==> src/rtl/xbar_prog_pkg.sv <==
package xbar_prog_pkg;
  localparam int unsigned NUM_OUT = 5;
  localparam int unsigned SEL_W   = 4;
  localparam int unsigned ADDR_W  = 3;
  localparam int unsigned FIELD_W = 9;
endpackage

==> src/rtl/xbar_edge_det.sv <==
module xbar_edge_det #(
  parameter bit RISE = 1'b0
) (
  input  logic clk_i,
  input  logic rst_ni,
  input  logic sig_i,
  input  logic gate_i,
  output logic pulse_o
);
  logic sig_q;

  // strobes rest high
  always_ff @(posedge clk_i or negedge rst_ni) begin
    if (!rst_ni) sig_q <= 1'b1;
    else         sig_q <= sig_i;
  end

  generate
    if (RISE) begin : g_rise
      assign pulse_o = gate_i & ~sig_q & sig_i;
    end else begin : g_fall
      assign pulse_o = gate_i & sig_q & ~sig_i;
    end
  endgenerate
endmodule

==> src/rtl/xbar_hold_reg.sv <==
module xbar_hold_reg #(
  parameter int unsigned NumOut = xbar_prog_pkg::NUM_OUT,
  parameter int unsigned SelW   = xbar_prog_pkg::SEL_W,
  parameter int unsigned AddrW  = xbar_prog_pkg::ADDR_W,
  parameter int unsigned FieldW = xbar_prog_pkg::FIELD_W,
  localparam int unsigned DataW = SelW + 1,
  localparam int unsigned ImgW  = NumOut * FieldW
) (
  input  logic             clk_i,
  input  logic             wr_i,
  input  logic [AddrW-1:0] addr_i,
  input  logic [DataW-1:0] data_i,
  input  logic             shift_i,
  input  logic             sdata_i,
  output logic [ImgW-1:0]  hold_o
);
  logic [ImgW-1:0]   hold_q;
  logic [ImgW-1:0]   hold_d;
  logic [NumOut-1:0] wr_sel;

  for (genvar k = 0; k < NumOut; k++) begin : g_dec
    assign wr_sel[k] = wr_i && (addr_i == AddrW'(k));
  end

  always_comb begin
    hold_d = hold_q;
    if (shift_i) begin
      hold_d = {hold_q[ImgW-2:0], sdata_i};
    end else begin
      for (int k = 0; k < int'(NumOut); k++) begin
        if (wr_sel[k]) hold_d[k*FieldW +: DataW] = data_i;
      end
    end
  end

  // no reset: contents are undefined after power-up by intent
  always_ff @(posedge clk_i) begin
    hold_q <= hold_d;
  end

  assign hold_o = hold_q;
endmodule

==> src/rtl/xbar_matrix_reg.sv <==
module xbar_matrix_reg #(
  parameter int unsigned NumOut = xbar_prog_pkg::NUM_OUT,
  parameter int unsigned SelW   = xbar_prog_pkg::SEL_W,
  parameter int unsigned FieldW = xbar_prog_pkg::FIELD_W,
  localparam int unsigned ImgW  = NumOut * FieldW
) (
  input  logic                   clk_i,
  input  logic                   rst_ni,
  input  logic                   load_i,
  input  logic [ImgW-1:0]        img_i,
  output logic [NumOut-1:0]      en_o,
  output logic [NumOut*SelW-1:0] sel_o
);
  for (genvar k = 0; k < NumOut; k++) begin : g_out
    logic            en_q;
    logic [SelW-1:0] sel_q;

    always_ff @(posedge clk_i or negedge rst_ni) begin
      if (!rst_ni) begin
        en_q  <= 1'b0;
        sel_q <= '0;
      end else if (load_i) begin
        en_q  <= img_i[k*FieldW + SelW];
        sel_q <= img_i[k*FieldW +: SelW];
      end
    end

    assign en_o[k]               = en_q;
    assign sel_o[k*SelW +: SelW] = en_q ? sel_q : '0;
  end
endmodule

==> src/rtl/xbar_prog_ctrl.sv <==
module xbar_prog_ctrl #(
  parameter int unsigned NumOut = xbar_prog_pkg::NUM_OUT,
  parameter int unsigned SelW   = xbar_prog_pkg::SEL_W,
  parameter int unsigned AddrW  = xbar_prog_pkg::ADDR_W,
  parameter int unsigned FieldW = xbar_prog_pkg::FIELD_W,
  localparam int unsigned DataW = SelW + 1,
  localparam int unsigned ImgW  = NumOut * FieldW
) (
  input  logic                   clk_i,
  input  logic                   rst_ni,
  input  logic                   cs_ni,
  input  logic                   ser_par_i,
  input  logic                   we_ni,
  input  logic [AddrW-1:0]       addr_i,
  input  logic [DataW-1:0]       data_i,
  input  logic                   sclk_i,
  input  logic                   sdata_i,
  input  logic                   update_ni,
  output logic [NumOut-1:0]      en_o,
  output logic [NumOut*SelW-1:0] sel_o
);
  logic par_mode;
  logic ser_mode;
  logic wr_pulse;
  logic sh_pulse;
  logic [ImgW-1:0] hold_q;

  assign par_mode = ~cs_ni & ser_par_i;
  assign ser_mode = ~cs_ni & ~ser_par_i;

  xbar_edge_det #(.RISE(1'b0)) u_we_edge (
    .clk_i   (clk_i),
    .rst_ni  (rst_ni),
    .sig_i   (we_ni),
    .gate_i  (par_mode),
    .pulse_o (wr_pulse)
  );

  xbar_edge_det #(.RISE(1'b1)) u_sclk_edge (
    .clk_i   (clk_i),
    .rst_ni  (rst_ni),
    .sig_i   (sclk_i),
    .gate_i  (ser_mode),
    .pulse_o (sh_pulse)
  );

  xbar_hold_reg #(
    .NumOut (NumOut),
    .SelW   (SelW),
    .AddrW  (AddrW),
    .FieldW (FieldW)
  ) u_hold (
    .clk_i   (clk_i),
    .wr_i    (wr_pulse),
    .addr_i  (addr_i),
    .data_i  (data_i),
    .shift_i (sh_pulse),
    .sdata_i (sdata_i),
    .hold_o  (hold_q)
  );

  xbar_matrix_reg #(
    .NumOut (NumOut),
    .SelW   (SelW),
    .FieldW (FieldW)
  ) u_matrix (
    .clk_i  (clk_i),
    .rst_ni (rst_ni),
    .load_i (~update_ni),
    .img_i  (hold_q),
    .en_o   (en_o),
    .sel_o  (sel_o)
  );
endmodule

==> config.mk <==
export PLATFORM = sky130hd
export DESIGN_NAME = xbar_prog_ctrl
export DESIGN_NICKNAME = d
export VERILOG_FILES = /design/src/rtl/xbar_prog_pkg.sv /design/src/rtl/xbar_edge_det.sv /design/src/rtl/xbar_hold_reg.sv /design/src/rtl/xbar_matrix_reg.sv /design/src/rtl/xbar_prog_ctrl.sv
export SDC_FILE = /design/constraint.sdc
export NUM_CORES = 1
export LEC_CHECK = 0
export ABC_AREA = 1
export CORE_MARGIN = 5
export CORE_UTILIZATION = 55
export CTS_CLUSTER_SIZE = 40
export DETAILED_ROUTE_END_ITERATION = 10
export MAX_ROUTING_LAYER = met4
export PLACE_DENSITY = 0.76
export SLEW_MARGIN = 20
export SYNTH_ARGS = -nofsm -noshare
export SYNTH_HDL_FRONTEND = slang
export SYNTH_SLANG_ARGS = --single-unit
==> constraint.sdc <==
create_clock -name clk_i -period 2.47 [get_ports clk_i]
set_input_delay 0.494 -clock clk_i [delete_from_list [all_inputs] [get_ports clk_i]]
set_output_delay 0.494 -clock clk_i [all_outputs]
set_load 0.02 [all_outputs]
After elaboration in Yosys (flattened, before gate mapping)
Index checks and enable logic that the tools add are counted.
{ "op_classes": {"eq_ne": 4, "muxes": 15, "bitwise": 10, "reduce_logical": 11} }
{ "op_table": {"columns": ["cell", "count"], "rows": [
  ["two-way mux 5 bit", 10],
  ["two-way mux 4 bit", 5],
  ["nonzero test 2 bit", 5],
  ["AND 1 bit", 6],
  ["== test 3 x 2 -> 1 bit (second input constant)", 2],
  ["logical AND 1 bit", 5],
  ["inverter 1 bit", 4],
  ["== test 3 x 1 -> 1 bit (second input constant)", 1],
  ["== test 3 bit (second input constant)", 1],
  ["zero test 3 bit", 1]
]} }
{ "word_totals": {"register_bits": 68, "out_inout_bits": 25} }

Logic depth before layout (Yosys ltp)
Gate-level depths: netlist of run 1.
{ "logic_depth": {"ltp_word": 7, "depth_mapped": 6} }

Modules after synthesis
From an unflattened synthesis of run 1, not the netlist that was laid out.
{ "unflattened": {"hier_cells": 286, "area_unflattened_um2": 2931.6} }
{ "by_module_without_submodules": {"columns": ["mod", "instances", "cells_per_inst", "area_each_um2", "seq_area_each_um2"], "rows": [
  ["xbar_hold_reg", 1, 125, 1689.1, 1351.3],
  ["xbar_matrix_reg", 1, 151, 1152.4, 625.6],
  ["xbar_edge_det", 2, 3, 36.3, 26.3],
  ["xbar_prog_ctrl", 1, 4, 17.5, 0.0]
]} }

Worst setup path before layout of run 1
OpenSTA, ideal clock, no wires.
{ "synth_timing": {"kind": "in2reg", "startpoint": "in sclk_i", "endpoint": "reg u_hold.hold_q[14], in the netlist u_hold.hold_o[14] (enable)", "setup_time_ns": 0.364, "t_arrival_ns": 1.236, "path_slack_ns": 0.871, "stages": 5, "cell_sequence": "inv_1 nor2_4 nand2_2 buf_6 inv_1"} }
{ "synth_via": {"elab_chain_len": 1} }
{ "synth_rtl": {"columns": ["item", "line", "source"], "rows": [
  ["from (decl)", "xbar_prog_ctrl.sv:16", "input logic sclk_i,"],
  ["AND 1 bit", "xbar_edge_det.sv:20", "assign pulse_o = gate_i & ~sig_q & sig_i;"],
  ["to (signal assigned)", "xbar_hold_reg.sv:38", "hold_q <= hold_d;"],
  ["to (decl)", "xbar_hold_reg.sv:17", "logic [ImgW-1:0] hold_q;"]
]} }
Every way passes these cells.
A chain may end at the register's enable or synchronous reset.

Worst setup path after layout of run 1
{ "layout_timing": {"startpoint": "reg u_matrix.g_out[1].en_q", "endpoint": "out sel_o[5]"} }
{ "layout_via": {"elab_chain_len": 1} }
{ "layout_rtl": {"columns": ["item", "line", "source"], "rows": [
  ["from (decl)", "xbar_matrix_reg.sv:15", "logic en_q;"],
  ["from (signal assigned)", "xbar_matrix_reg.sv:23", "en_q <= img_i[k*FieldW + SelW];"],
  ["two-way mux 4 bit", "xbar_matrix_reg.sv:29", "assign sel_o[k*SelW +: SelW] = en_q ? sel_q : '0;"],
  ["to (decl)", "xbar_prog_ctrl.sv:20", "output logic [NumOut*SelW-1:0] sel_o"]
]} }
Every way passes these cells.

==> results of run 1 <==
==> cell usage after synthesis <==
| cell type | number | share of area [%] |
|---|---|---|
| nand2_2 | 1 | 0.22 |
| dfstp_2 | 2 | 1.8 |
| nor2_1 | 6 | 0.78 |
| o21ai_0 | 25 | 4.4 |
| inv_1 | 52 | 6.8 |
| nor2_4 | 2 | 0.78 |
| nand3_1 | 25 | 4.4 |
| clkbuf_1 | 2 | 0.26 |
| buf_2 | 5 | 0.87 |
| dfrtp_1 | 25 | 22 |
| nand2_4 | 4 | 1.6 |
| nand2_1 | 86 | 11 |
| edfxtp_1 | 41 | 43 |
| buf_4 | 7 | 1.8 |
| buf_6 | 1 | 0.39 |
==> routing by layer <==
layer,vias up,GRT usage [%],routed length (microns)
met2,60,27.40,2387
met5,-,-,0
met1,890,25.46,2544
met4,0,7.973,78
met3,8,5.315,372
li1,965,-,-
==> flip-flops by register name (all words and copies together), names as in the netlist <==
| signal | flops |
|---|---|
| u_matrix.g_out.en_q | 5 |
| u_matrix.g_out.sel_q | 20 |
| u_we_edge.sig_q | 1 |
| u_sclk_edge.sig_q | 1 |
| u_hold.hold_o | 41 |
==> logic make-up after synthesis <==
group                  count (synthesis)  share of synthesized area (%)
buffers and inverters                 67                          10.16
and+or+nand+nor                      124                          18.96
DFF                                   68                          66.52
AOI/OAI and AO/OA                     25                          4.359
==> power groups by stage <==
stage                     Sequential [mW]  Clock (mW)  Combinational, mW
after floorplan                      1.30           0              0.133
after global placement               1.30           0              0.228
after detailed placement             1.31           0              0.233
after CTS                            1.28       0.891              0.234
after global routing                 1.29       0.943              0.257
final                                1.28       0.877              0.231
==> path summary, 6_finish.rpt <==
check	from	to	slack, ps	depth (start not counted)
max in group asynchronous	rst_ni	u_we_edge.sig_q	1620	2
min in group asynchronous	rst_ni	u_matrix.g_out[1].en_q	530	2
worst min-delay path	u_hold.hold_o[25]	u_hold.hold_o[26]	420	0
worst max-delay path	u_matrix.g_out[1].en_q	sel_o[5]	480	3
worst min register to register	u_hold.hold_o[25]	u_hold.hold_o[26]	420	0
worst max register to register	u_we_edge.sig_q	u_hold.hold_o[29]	1040	4
==> final cells by class <==
class | count | area [sq um]
fillers | 403 | 1588
well taps | 70 | 87.58
clock inverters | 2 | 35.03
multi-input cells | 149 | 669.4
clock buffers | 14 | 152.6
inverters | 52 | 195.2
flip-flops and latches | 68 | 1909
repair buffers | 45 | 437.9
==> through the flow <==
step / power (mW) / setup slack, ps
2_1_floorplan: 1.431 / 870.5
3_3_place_gp: 1.533 / 466.6
3_5_place_dp: 1.540 / 432.2
4_1_cts: 2.409 / 461.0
5_1_grt: 2.489 / 394.8
6_report: 2.391 / 482.0
==> flow_summary.ini, run 1 <==
[outcome]
status = completed

[timing]
fin_setup_tns_ps = 0
relSlewSlack_pct = 71.95
post-route-min-period_ps = 1988
clock.fmax_mhz = 503.0
hold_slack_ps = 420.4
rsz0062_at_grt = false
slew_violations = 0
period_share_pct = 80.48
hold_viol = 0
worst_slew_pin_slew_ps = 420.7
fin_skew_ps = 6.705
final-setup-viol-count = 0

[drt]
dr.pass1.iters = 4
vias = 1923
drt.antenna.violating_nets = 0
drc = 0
wl_mm = 5.382
wl_per_cell_microns = 13.46
drt_iter0_drc = 132
avgViaCountPerCell = 4.808

[global_routing]
grt_pass1_wl_mm = 9.114
grt-ovfl-total = 0
grt_usage_pct = 19.01
first_global_vias = 1890
grt_max_degree = 51
antenna_found_initial = 0

[power]
swShare_pct = 22.76
peakVddDrop_uv = 379.5
p_clk_share_pct = 36.7
p_int_mw = 1.847
p_comb_share_pct = 9.7
p_seq_share_pct = 53.7
p_leak_nw = 1.631
power_density_nw_per_um2 = 685.8
switching_power_mw = 0.5442

[yosys]
synth-seq-cells = 68
syn_inst = 284
yosysUniqueCellTypes = 15
synthesis.area_sq_um = 2870
ys_seq_area_share_pct = 66.52
ys_warn_count = 0
syn_nets = 300
avgSynthCellArea_sq_um = 10.11

[finish]
fin_cells = 400
mostFrequentLayoutCells = 86 x nand2_1, 52 x inv_1, 41 x edfxtp_1
drive_gt1_share_pct = 7.879
final_area_sq_um = 3487
fin_util_pct = 68.71
diodes = 0
synthToLayoutAreaGrowth_pct = 21.49
layout_commonest_cell = nand2_1
fin_nets = 341

[cts]
post_cts_buffers = 0
cts_tree = yes
clockBufferDepth = 2
insertion_delay_ps = 340
cts_repair_resize_count = 0
clkTransAtPathRegs_ps = 70
cts-root-buf = clkbuf_8
hold_buffers = 0
cts_buffers = 9
cts_sinks = 68
htree_levels = 3

[worst_setup_path]
start_kind = register
path_max_fanout = 6
required_ps = 1980
crit_arrival_ps = 1490
crit_buf_inv = 2
slowest_delay_ps = 600
critPathKind = reg2out
critPathTopFamily = buffers and inverters
path_cells = nand2_1 > inv_1 > clkdlybuf4s50_1
critPathCaptureType = output pin
crit_slowest_cell = clkdlybuf4s50_1

[worst_hold_path]
min_path_type = reg2reg

[run]
maxCapViolCount = 0

[die]
fp.dieArea_sq_um = 6763
die_h_microns = 82.24
placeableCoreArea_sq_um = 5075
fp-row-count = 26
die_x_microns = 82.24
ioPinCount = 41
initial_core_util_pct = 56.56

[placement]
placed_cell_area_sq_um = 3299
io_buffer_count = 40
dp.cells = 384
gp_congestion = 0.8194
hpwl_mm = 3.702
(Power assumes the default switching activity.)
==> inputs of run 2 (changes only) <==
- CORE_UTILIZATION: 55 -> 48
- PLACE_DENSITY: 0.76 -> 0.7
- clock period: 2.47 -> 1.8 ns (I/O delays scaled with it)
==> run 2 against run 1 <==
Net effect:
- register-to-register slack worse by 610 ps
- largest power group unchanged
- global-route usage is 3.5 points lower
- count of clock-buffer cells in the layout stayed put
- setup slack worse by 430 ps
- core utilization is 8.7 points lower
- critical path type unchanged
- sequential share of layout area is 0.37 points lower
- via count is 1.5% lower
==> flow_summary.ini, run 2 (same netlist as run 1, synthesis figures left out) <==
[timing]
clock.fmax_mhz = 572.1
slew_violations = 0
period_share_pct = 97.11
fin_setup_tns_ps = 0
post-route-min-period_ps = 1748
fin_skew_ps = 9.547
final-setup-viol-count = 0
hold_viol = 0
rsz0062_at_grt = false
worst_slew_pin_slew_ps = 349.2
relSlewSlack_pct = 76.72

[worst_setup_path]
critPathKind = reg2out
path_cells = clkdlybuf4s50_1
slowest_delay_ps = 630
crit_slowest_cell = clkdlybuf4s50_1
required_ps = 1440
path_max_fanout = 6
start_kind = register
critPathCaptureType = output pin
critPathTopFamily = buffers and inverters
crit_arrival_ps = 1390
crit_buf_inv = 1

[power]
peakVddDrop_uv = 554.3
p_seq_share_pct = 55.6
p_leak_nw = 1.763
power_density_nw_per_um2 = 901.2
p_comb_share_pct = 9.6
switching_power_mw = 0.7465
p_int_mw = 2.418
swShare_pct = 23.59
totalPowerFinal_mw = 3.164
p_clk_share_pct = 34.8

[drt]
drt.antenna.violating_nets = 0
drc = 0
vias = 1895
wl_mm = 5.318
drt_iter0_drc = 103
dr.pass1.iters = 4
wl_per_cell_microns = 12.97
avgViaCountPerCell = 4.622

[outcome]
status = completed

[global_routing]
antenna_found_initial = 0
grt_pass1_wl_mm = 8.638
first_global_vias = 1769
grt-ovfl-total = 0
grt_max_degree = 51
grt_usage_pct = 15.47

[die]
fp-row-count = 28
fp.dieArea_sq_um = 7627
die_x_microns = 87.33
ioPinCount = 41
die_h_microns = 87.33
placeableCoreArea_sq_um = 5851
initial_core_util_pct = 49.06

[finish]
diodes = 0
mostFrequentLayoutCells = 86 x nand2_1, 52 x inv_1, 41 x edfxtp_1
synthToLayoutAreaGrowth_pct = 22.32
largest_reg_flops = 41
fin_nets = 346
layout_commonest_cell = nand2_1
drive_gt1_share_pct = 9.552

[cts]
htree_levels = 3
insertion_delay_ps = 330
clockBufferDepth = 2
cts_sinks = 68
clkTransAtPathRegs_ps = 70
cts-root-buf = clkbuf_8
cts_buffers = 9
cts_tree = yes

[placement]
hpwl_mm = 3.834
io_buffer_count = 40
gp_congestion = 0.7959

[worst_hold_path]
min_path_type = in2async

[run]
maxCapViolCount = 0
## run 2: cell count changes in the layout (fill, tap and decap cells not counted), moves of 3 or more
cell,delta
buf_4,+4
dlymetal6s2s_1,+3
clkdlybuf4s50_1,-23
dlygate4sd2_1,+20
## run 2: power groups by stage
stage               Clock, mW  Sequential (mW)  Combinational, mW
finish                   1.10             1.76              0.304
global route             1.19             1.77              0.338
CTS                      1.12             1.76              0.310
detailed placement          0             1.79              0.326
global placement            0             1.79              0.319
floorplan                   0             1.78              0.183
## run 2: final timing paths
kind | startpoint | to | slack (ps) | depth (start not counted)
worst max-delay path | u_matrix.g_out[2].en_q | en_o[2] | 50 | 1
worst min-delay path | rst_ni | u_matrix.g_out[2].sel_q[0] | 400 | 2
worst max register to register | u_we_edge.sig_q | u_hold.hold_o[4] | 430 | 5
worst min register to register | u_hold.hold_o[34] | u_hold.hold_o[35] | 420 | 0
max in group asynchronous | rst_ni | u_sclk_edge.sig_q | 1090 | 2
min in group clk_i | u_hold.hold_o[34] | u_hold.hold_o[35] | 420 | 0
## run 2: final cells by class
| type | count | area (sq um) |
|---|---|---|
| repair buffers | 50 | 470.5 |
| clock buffers | 14 | 162.7 |
| flip-flops and latches | 68 | 1909 |
| clock inverters | 2 | 10.01 |
| inverters | 52 | 195.2 |
| multi-input cells | 149 | 669.4 |
| fillers | 511 | 2340 |
| well taps | 75 | 93.84 |
## run 2: stage by stage
step | util [%] | instance area [sq um] | setup WS, ps | hold slack (ps) | instances
after floorplan | - | 2870 | 334.5 | 64.41 | 284
after global placement | 57.23 | 3348 | 32.95 | 401.8 | 393
after detailed placement | 57.23 | 3348 | 15.89 | 407.2 | 393
after CTS | 59.88 | 3503 | 18.22 | 407.4 | 410
after global routing | 60.01 | 3511 | 0.6934 | 424.7 | 410
final | 60.01 | 3511 | 52.07 | 398.0 | 410
## run 2: metal layers
metal	vias up	part of all wire [%]	GRT usage, %	wire (microns)
met3	8	5.9	3.784	314
met2	46	43	21.64	2308
li1	978	-	-	-
met1	863	49	21.12	2598
met5	-	0	-	0
met4	0	1.8	7.392	96
## run 2: what timing repair did
item / CTS / global route
cloned: 0 / 0
setup buffers: 1 / 0
hold buffers: 0 / 0
resized for setup: 20 / 3
setup endpoints to repair: 20 / 3
==> inputs of run 3 (changes only) <==
- CORE_UTILIZATION: 48 -> 55
- DONT_BUFFER_PORTS: default -> 1
- GPL_ROUTABILITY_DRIVEN: default -> 0
- PLACE_DENSITY: 0.7 -> 0.69
- SETUP_SLACK_MARGIN: default -> 0.4
==> run 3 against run 2 <==
Net effect:
- maximum frequency rose by 26%
- via count fell by 4.7%
- combinational power fell by 30%
- core utilization rose by 2.8 points
- global-route usage rose by 3.5 points
- setup slack improved by 360 ps
- critical path depth rose by 1
- hold slack got worse by 370 ps
- clock power rose by 13%
- wire length rose by 2.3%
- first-iteration DRC count rose by 19%
- sequential power barely moved
- critical path type unchanged
- largest cell class unchanged
==> flow_summary.ini, run 3 (same netlist as run 1, synthesis figures left out) <==
[placement]
dp.cells = 341
io_buffer_count = 0
hpwl_mm = 3.555
placed_cell_area_sq_um = 2880

[worst_setup_path]
crit_arrival_ps = 1030
critPathCaptureType = output pin
start_kind = register
worstReg2RegStart = u_sclk_edge.sig_q
critPathKind = reg2out
required_ps = 1440
path_max_fanout = 6
crit_start = u_matrix.g_out[4].en_q

[timing]
worst_slew_pin_slew_ps = 538.0
fin_setup_tns_ps = 0
rsz0062_at_grt = true
final-setup-viol-count = 0
relSlewSlack_pct = 64.09
clock.fmax_mhz = 721.9
period_share_pct = 76.95
hold_viol = 0
slew_violations = 0
fin_skew_ps = 5.658
post-route-min-period_ps = 1385

[cts]
htree_levels = 3
cts_buffers = 9
clockBufferDepth = 2
clkTransAtPathRegs_ps = 70
cts_sinks = 68
cts_tree = yes
cts-root-buf = clkbuf_8
insertion_delay_ps = 330

[die]
fp.dieArea_sq_um = 6763
ioPinCount = 41
fp-row-count = 26
die_h_microns = 82.24
die_x_microns = 82.24
placeableCoreArea_sq_um = 5075
initial_core_util_pct = 56.56

[finish]
fin_nets = 303
largest_reg_flops = 41
synthToLayoutAreaGrowth_pct = 11.07
final_area_sq_um = 3188
fill_cells = 438
regArea_sq_um = 1916
diodes = 0
layout_commonest_cell = nand2_1
fin_util_pct = 62.82
drive_gt1_share_pct = 21.92
mostFrequentLayoutCells = 76 x nand2_1, 41 x edfxtp_1, 31 x inv_1
fin_cells = 362
multi_input_area_sq_um = 708.2

[global_routing]
grt_max_degree = 51
grt_pass1_wl_mm = 9.032
grt_usage_pct = 19.02
grt-ovfl-total = 0
antenna_found_initial = 0
first_global_vias = 1809

[power]
p_leak_nw = 1.444
power_density_nw_per_um2 = 1014
peakVddDrop_uv = 504.0
totalPowerFinal_mw = 3.232

[run]
maxCapViolCount = 0

[drt]
drt_iter0_drc = 123
dr.pass1.iters = 4
drt.antenna.violating_nets = 0
vias = 1805
wl_per_cell_microns = 15.02
avgViaCountPerCell = 4.986
wl_mm = 5.439
drc = 0

[worst_hold_path]
hp-start = sclk_i
min_path_type = in2reg

[outcome]
status = completed
==> run 3: cell count changes in the layout (fill, tap and decap cells not counted), moves of 3 or more <==
cell             before  now
buf_4                 9    2
inv_1                52   31
nand2_2               1   11
clkdlybuf4s50_1      17    0
inv_2                 0   18
dfrtp_2               0    5
dlymetal6s2s_1        3    0
dlygate4sd2_1        20    0
dfrtp_1              25   20
nand2_1              86   76
==> run 3: final timing paths <==
check                           slack, ps                    endpoint  depth (start not counted)
worst min register to register        420           u_hold.hold_o[26]                          0
worst max-delay path                  410                   sel_o[18]                          2
worst max register to register        500            u_hold.hold_o[1]                          4
min in group asynchronous             460  u_matrix.g_out[1].sel_q[0]                          2
worst min-delay path                   20           u_sclk_edge.sig_q                          0
max in group asynchronous            1090             u_we_edge.sig_q                          2
==> run 3: layout make-up <==
cell class	count	area share [%]
sequential	68	60.09
clock buffer	15	5.220
tap	70	2.747
clock inverter	1	0.9419
timing repair buffer	6	2.394
multi-input combinational	150	22.21
inverter	52	6.397
==> run 3: per-layer routing <==
metal,GRT usage (%),part of all wire (%)
met1,27.35,48
met2,26.20,43
met3,3.796,8.2
met4,8.472,0.59
met5,-,0
==> run 3: power breakdown <==
| part | switching [mW] | total, mW | internal (mW) |
|---|---|---|---|
| logic | 0.149 | 0.212 | 0.0627 |
| clock network | 0.522 | 1.24 | 0.720 |
| registers | 0.0545 | 1.78 | 1.72 |
==> run 3: stage by stage <==
stage | setup WS [ps] | hold slack [ps]
after CTS | 400.4 | 11.44
final | 414.8 | 23.89
after global routing | 367.0 | 7.023
after floorplan | 432.4 | 64.41
after detailed placement | 63.59 | 64.91
after global placement | 98.53 | 65.01
==> run 3: repair_timing <==
action                     CTS  global route
hold buffers                 2             0
pin swaps                    1             1
resized for setup           20            20
buffers inserted             2             0
gates cloned                 1             0
hold endpoints to repair    27             0
setup endpoints to repair   86            48
==> run 3: worst max-delay path, stage by stage, from the launching register on <==
cell     delay [ps]
dfrtp_2         490
nand2_1          90
inv_2           110
